File: src/rtl/i2cs_pkg.sv
package i2cs_pkg;

  localparam logic [3:0] DEV_CODE = 4'b1010;

  typedef enum logic [2:0] {
    ST_IDLE,
    ST_RX,
    ST_RXACK,
    ST_TX,
    ST_TXACK,
    ST_WAIT
  } busState_t;

  typedef enum logic [1:0] {
    KIND_CTRL,
    KIND_ADDR,
    KIND_DATA
  } byteKind_t;

  // strobes from control to datapath, each valid for one clock
  typedef struct packed {
    logic shiftIn;
    logic shiftOut;
    logic loadTx;
    logic loadPtr;
    logic incPtr;
    logic storeByte;
  } dpStrobe_t;

endpackage

File: src/rtl/i2cs_line_filter.sv
module i2cs_line_filter #(
  parameter int FILT_LEN = 3
) (
  input  logic clk,
  input  logic rstN,
  input  logic rawIn,
  output logic cleanOut
);
  localparam int CNT_W = $clog2(FILT_LEN + 1);

  logic [1:0]       syncQ;
  logic [CNT_W-1:0] stableCnt;

  always_ff @(posedge clk or negedge rstN) begin
    if (!rstN) begin
      syncQ     <= 2'b11;
      stableCnt <= '0;
      cleanOut  <= 1'b1;
    end else begin
      syncQ <= {syncQ[0], rawIn};
      if (syncQ[1] != cleanOut) begin
        if (stableCnt == CNT_W'(FILT_LEN - 1)) begin
          cleanOut  <= syncQ[1];
          stableCnt <= '0;
        end else begin
          stableCnt <= stableCnt + 1'b1;
        end
      end else begin
        stableCnt <= '0;
      end
    end
  end
endmodule

File: src/rtl/i2cs_ctrl.sv
module i2cs_ctrl
  import i2cs_pkg::*;
(
  input  logic      clk,
  input  logic      rstN,
  input  logic      sclF,
  input  logic      sdaF,
  input  logic      writeBusy,
  input  logic      devHit,
  input  logic      rnwBit,
  input  logic      txBit,
  output dpStrobe_t strobe,
  output logic      sdaOe,
  output logic      stopEvt
);
  busState_t state, stateNxt;
  byteKind_t kind, kindNxt;
  logic [3:0] bitCnt, cntNxt;
  logic rnw, rnwNxt;
  logic sclQ, sdaQ;

  logic sclRise, sclFall, startCond, stopCond;
  assign sclRise   = sclF & ~sclQ;
  assign sclFall   = ~sclF & sclQ;
  assign startCond = sclF & sclQ & sdaQ & ~sdaF;
  assign stopCond  = sclF & sclQ & ~sdaQ & sdaF;

  always_comb begin
    stateNxt = state;
    kindNxt  = kind;
    cntNxt   = bitCnt;
    rnwNxt   = rnw;
    strobe   = '0;
    if (stopCond) begin
      stateNxt = ST_IDLE;
    end else if (startCond) begin
      stateNxt = ST_RX;
      kindNxt  = KIND_CTRL;
      cntNxt   = '0;
    end else begin
      case (state)
        ST_RX: begin
          if (sclRise) begin
            strobe.shiftIn = 1'b1;
            cntNxt = bitCnt + 4'd1;
          end else if (sclFall && bitCnt == 4'd8) begin
            if (writeBusy) begin
              stateNxt = ST_WAIT;
            end else if (kind == KIND_CTRL) begin
              if (devHit) begin
                stateNxt = ST_RXACK;
                rnwNxt   = rnwBit;
              end else begin
                stateNxt = ST_WAIT;
              end
            end else if (kind == KIND_ADDR) begin
              strobe.loadPtr = 1'b1;
              stateNxt = ST_RXACK;
            end else begin
              strobe.storeByte = 1'b1;
              strobe.incPtr    = 1'b1;
              stateNxt = ST_RXACK;
            end
          end
        end
        ST_RXACK: begin
          if (sclFall) begin
            cntNxt = '0;
            if (kind == KIND_CTRL && rnw) begin
              strobe.loadTx = 1'b1;
              stateNxt = ST_TX;
            end else begin
              stateNxt = ST_RX;
              kindNxt  = (kind == KIND_CTRL) ? KIND_ADDR : KIND_DATA;
            end
          end
        end
        ST_TX: begin
          if (sclRise) begin
            cntNxt = bitCnt + 4'd1;
          end else if (sclFall) begin
            if (bitCnt == 4'd8) begin
              strobe.incPtr = 1'b1;
              stateNxt = ST_TXACK;
            end else begin
              strobe.shiftOut = 1'b1;
            end
          end
        end
        ST_TXACK: begin
          if (sclRise && sdaF) begin
            stateNxt = ST_WAIT;
          end else if (sclFall) begin
            strobe.loadTx = 1'b1;
            cntNxt = '0;
            stateNxt = ST_TX;
          end
        end
        default: ;
      endcase
    end
  end

  always_ff @(posedge clk or negedge rstN) begin
    if (!rstN) begin
      state   <= ST_IDLE;
      kind    <= KIND_CTRL;
      bitCnt  <= '0;
      rnw     <= 1'b0;
      sclQ    <= 1'b1;
      sdaQ    <= 1'b1;
      stopEvt <= 1'b0;
    end else begin
      state   <= stateNxt;
      kind    <= kindNxt;
      bitCnt  <= cntNxt;
      rnw     <= rnwNxt;
      sclQ    <= sclF;
      sdaQ    <= sdaF;
      stopEvt <= stopCond;
    end
  end

  // pull low for our acknowledge, or for a zero data bit while sending
  assign sdaOe = (state == ST_RXACK) | ((state == ST_TX) & ~txBit);
endmodule

File: src/rtl/i2cs_datapath.sv
module i2cs_datapath
  import i2cs_pkg::*;
#(
  parameter int ADDR_W = 8
) (
  input  logic              clk,
  input  logic              rstN,
  input  logic              sdaF,
  input  dpStrobe_t         strobe,
  output logic              devHit,
  output logic              rnwBit,
  output logic              txBit,
  output logic              wrByteValid,
  output logic [ADDR_W-1:0] wrByteAddr,
  output logic [7:0]        wrByteData
);
  localparam int MEM_BYTES = 1 << ADDR_W;

  logic [7:0]        memArr [MEM_BYTES];
  logic [ADDR_W-1:0] ptr;
  logic [7:0]        shiftReg;

  assign devHit = (shiftReg[7:4] == DEV_CODE);
  assign rnwBit = shiftReg[0];
  assign txBit  = shiftReg[7];

  always_ff @(posedge clk or negedge rstN) begin
    if (!rstN) begin
      for (int i = 0; i < MEM_BYTES; i++) memArr[i] <= '0;
      ptr         <= '0;
      shiftReg    <= '0;
      wrByteValid <= 1'b0;
      wrByteAddr  <= '0;
      wrByteData  <= '0;
    end else begin
      if (strobe.shiftIn)       shiftReg <= {shiftReg[6:0], sdaF};
      else if (strobe.shiftOut) shiftReg <= {shiftReg[6:0], 1'b1};
      else if (strobe.loadTx)   shiftReg <= memArr[ptr];

      if (strobe.loadPtr)     ptr <= shiftReg[ADDR_W-1:0];
      else if (strobe.incPtr) ptr <= ptr + 1'b1;

      if (strobe.storeByte) memArr[ptr] <= shiftReg;

      wrByteValid <= strobe.storeByte;
      if (strobe.storeByte) begin
        wrByteAddr <= ptr;
        wrByteData <= shiftReg;
      end
    end
  end
endmodule

File: src/rtl/eeprom_i2c_slave.sv
module eeprom_i2c_slave
  import i2cs_pkg::*;
#(
  parameter int ADDR_W   = 8,
  parameter int FILT_LEN = 3
) (
  input  logic              clk,
  input  logic              rstN,
  input  logic              sclIn,
  input  logic              sdaIn,
  input  logic              writeBusy,
  output logic              sdaOe,
  output logic              wrByteValid,
  output logic [ADDR_W-1:0] wrByteAddr,
  output logic [7:0]        wrByteData,
  output logic              stopEvt
);
  logic [1:0] rawLines, cleanLines;
  assign rawLines = {sdaIn, sclIn};

  for (genvar g = 0; g < 2; g++) begin : g_line
    i2cs_line_filter #(.FILT_LEN(FILT_LEN)) u_filt (
      .clk(clk), .rstN(rstN), .rawIn(rawLines[g]), .cleanOut(cleanLines[g])
    );
  end

  dpStrobe_t strobe;
  logic devHit, rnwBit, txBit;

  i2cs_ctrl u_ctrl (
    .clk(clk), .rstN(rstN),
    .sclF(cleanLines[0]), .sdaF(cleanLines[1]),
    .writeBusy(writeBusy), .devHit(devHit), .rnwBit(rnwBit), .txBit(txBit),
    .strobe(strobe), .sdaOe(sdaOe), .stopEvt(stopEvt)
  );

  i2cs_datapath #(.ADDR_W(ADDR_W)) u_dp (
    .clk(clk), .rstN(rstN), .sdaF(cleanLines[1]), .strobe(strobe),
    .devHit(devHit), .rnwBit(rnwBit), .txBit(txBit),
    .wrByteValid(wrByteValid), .wrByteAddr(wrByteAddr), .wrByteData(wrByteData)
  );
endmodule

File: config.mk
export PLATFORM = sky130hd
export DESIGN_NAME = eeprom_i2c_slave
export DESIGN_NICKNAME = d
export VERILOG_FILES = /design/src/rtl/i2cs_pkg.sv /design/src/rtl/i2cs_line_filter.sv /design/src/rtl/i2cs_ctrl.sv /design/src/rtl/i2cs_datapath.sv /design/src/rtl/eeprom_i2c_slave.sv
export SDC_FILE = /design/constraint.sdc
export NUM_CORES = 2
export LEC_CHECK = 0
export BUFFER_PORTS_ARGS = -buffer_cell sky130_fd_sc_hd__buf_4
export CAP_MARGIN = 20
export CORE_ASPECT_RATIO = 1.1
export CORE_UTILIZATION = 30
export CTS_CLUSTER_SIZE = 40
export DETAILED_ROUTE_END_ITERATION = 8
export GPL_TIMING_DRIVEN = 0
export MAX_ROUTING_LAYER = met4
export PLACE_DENSITY = 0.5
export SLEW_MARGIN = 20
export SYNTH_ARGS = -nofsm -noshare
export SYNTH_HDL_FRONTEND = slang
export SYNTH_HIERARCHICAL = 1
export SYNTH_SLANG_ARGS = --single-unit
File: constraint.sdc
create_clock -name clk -period 7.3 [get_ports clk]
set_input_delay 1.46 -clock clk [delete_from_list [all_inputs] [get_ports clk]]
set_output_delay 1.46 -clock clk [all_outputs]
set_load 0.02 [all_outputs]
==> results.cfg <==
[sta]
final_hold_viol_count = 0
rsz0062_at_grt = false
finalCritPeriodShare_pct = 89.18
finalCriticalPeriod_ns = 6.510
finalSetupTns_ns = 0
timing.final.ws_setup_ns = 0.7902
drv_slew = 0
worst_pin_slew_ns = 1.348
fin_skew_ns = 0.07119
setup_violations = 0
hold_ws_ns = 0.3583
relSlewSlack_pct = 10.11
max_freq_mhz = 153.6

[die]
chipWidth_microns = 539.0
start_util_pct = 30.19
ios = 24
core_area_sq_um = 315100
rows = 216
die_h_microns = 592.6
design.die.area_sq_um = 319400

[yosys]
yosysSeqAreaShare_pct = 55.35
ys_ff_latch = 2104
ys.flop_type = dfrtp_1
async_reset_ff_share_pct = 100.0
synth_cell_type_count = 59
synth-edff-count = 0
avgSynthCellArea_sq_um = 15.92
netlist_area_sq_um = 95150
yosysWarnings = 6
synthCells = 5977
syn_nets = 5988

[placement]
dp_hpwl_microns = 289800
postPlaceCellArea_sq_um = 103400
routabilityCongestion = 0.9513
io_buffers = 23
dpl_worst_slack_ns = 1.005
placed_cells = 10247

[detailed_routing]
num_vias = 60002
wire_per_inst_microns = 37.43
routed_wl_microns = 399600
firstDrtPassIters = 6
avgViaCountPerCell = 5.619
ant_nets = 0
drcViolationCount = 0
drt-initial-drc-count = 6516

[pwr]
combPwrFrac_pct = 13.9
p_per_area_nw_per_um2 = 247.8
max-vdd-ir-drop_mv = 0.1994
p_total_mw = 27.51
switching_share_pct = 29.96
power_frac_clock_pct = 43.3
intPower_mw = 19.27
power.switching_mw = 8.242
seq_power_share_pct = 42.8
total_leakage_power_nw = 51.59

[global_route]
grt_pass1_vias = 60851
grt_pass1_wl_microns = 540900
grt_usage_pct = 25.60
antenna_found_initial = 41
grt_max_degree = 151
grt_remaining_overflow = 0

[critical_path]
end_kind = flip-flop
critPathRequiredTime_ns = 8.03
crit_path_start_kind = flip-flop
crit_arrival_ns = 7.24
worstPathMaxFanout = 13
path_class = reg2reg

[clock_network]
post_cts_resized = 0
worstSkewPairLatency_ns = 0.92
cts_sinks = 2104
cts-root-buf = clkbuf_16
post_cts_buffers = 0
h-tree-depth = 4
clk_path_buf_depth = 4
ctsHoldBuffers = 0
cts_made_buffers = 228
cts.reportedPaths.clkPinSlew_ns = 0.06
cts_tree = done

[final_layout]
layout_common_cells = 2096 x dfrtp_1, 2065 x mux2_2, 581 x mux4_2
area_growth_pct = 16.69
drive_gt1_share_pct = 51.81
nets = 6346
layout_commonest_cell = dfrtp_1
stdcell_count = 10678
finish.instance_area_sq_um = 111000
fin_util_pct = 35.23

[status]
outcome = finished clean

[min_path]
hp-class = reg2reg

[job]
drv_cap = 0
final cells by class:
type	count	area [sq um]
Fill cell	30030	204100
Buffer	472	2160
Inverter	6	22.52
Multi-Input combinational cell	3395	40550
Clock buffer	346	6842
Clock inverter	61	734.5
Tap cell	4142	5182
Sequential cell	2104	52660
Antenna cell	24	60.06
Timing Repair Buffer	128	2818
path summary, 6_finish.rpt:
path	start	end	slack, ns	depth (start not counted)
worst max-delay path	u_dp/ptr[0]	u_dp/shiftReg[7]	0.79	12
worst min-delay path	g_line[1].u_filt/syncQ[0]	g_line[1].u_filt/syncQ[1]	0.36	0
worst max register to register	u_dp/ptr[0]	u_dp/shiftReg[7]	0.79	12
worst min register to register	g_line[1].u_filt/syncQ[0]	g_line[1].u_filt/syncQ[1]	0.36	0
max in group asynchronous	rstN	u_dp/memArr[1107]	3.71	5
min in group asynchronous	rstN	u_dp/memArr[126]	0.53	1
state kept, by name, summed over array words and instances (netlist names):
register	cells
g_line.u_filt/cleanOut	2
g_line.u_filt/stableCnt	4
g_line.u_filt/syncQ	4
u_ctrl/bitCnt	4
u_ctrl/kind	2
u_ctrl/rnw	1
u_ctrl/sclQ	1
u_ctrl/sdaQ	1
u_ctrl/state	3
u_ctrl/stopEvt	1
u_dp/memArr	2048
u_dp/ptr	8
u_dp/shiftReg	8
u_dp/wrByteAddr	8
u_dp/wrByteData	8
u_dp/wrByteValid	1
logic make-up after synthesis:
kind of cell	after synthesis	synth area share [%]
AO/OA/AOI/OAI	278	1.966
XOR/XNOR	11	0.1013
adder cells (fa/ha/maj)	6	0.07890
buffers and inverters	478	2.121
flip-flops	2104	55.35
multiplexers	2660	38.36
AND/OR/NAND/NOR	440	2.024
per-layer routing:
layer	wire (microns)	global-route usage, %	vias up
met2	182200	39.05	2580
met3	31330	5.772	847
met4	27120	14.16	0
met1	158900	31.48	33402
met5	0	-	-
li1	-	-	23173
worst max-delay path: stages (launching register included):
cell and delay [ns]:
dfrtp_1 0.49, buf_6 0.16, buf_6 0.32, buf_6 0.37
buf_2 0.99, buf_2 0.92, mux4_2 0.63, a22oi_1 0.55
a21oi_1 0.21, o41ai_1 0.85, nand4_1 0.42, mux2i_1 0.27
a21oi_1 0.09
synthesized netlist by cell type (all sizes together), types with 2 or more instances:
library cell	count	area, sq um
dfrtp	2096	52450
mux2	2069	23310
mux4	581	13090
clkbuf	373	1400
nor2	208	780.8
a22oi	137	1028
nand2	129	491.7
buf	99	595.6
a21oi	82	410.4
nand3	18	90.09
nor3	18	90.09
o21ai	18	90.09
o41ai	13	113.9
nand2b	12	77.58
mux2i	10	100.1
nor2b	10	77.58
and2	8	50.05
and3	8	50.05
dfstp	8	210.2
ha	6	75.07
inv	6	22.52
nand4	6	37.54
xnor2	6	52.55
a22o	5	43.79
nor3b	5	37.54
xor2	5	43.79
a21o	4	30.03
a32oi	4	35.03
nor4	4	25.02
and3b	3	26.28
a21boi	2	15.01
a31oi	2	12.51
nor4bb	2	20.02
o211ai	2	15.01
o22ai	2	12.51
or2	2	12.51
power groups by stage:
stage	Combinational (mW)	Clock (mW)	Sequential, mW
after floorplan	1.42	0	12.0
after global placement	3.46	0	12.0
after detailed placement	3.71	0	12.0
after CTS	3.72	12.1	11.8
after global routing	3.92	12.6	11.8
final	3.82	11.9	11.8
Power figures use the tool's default switching activity.
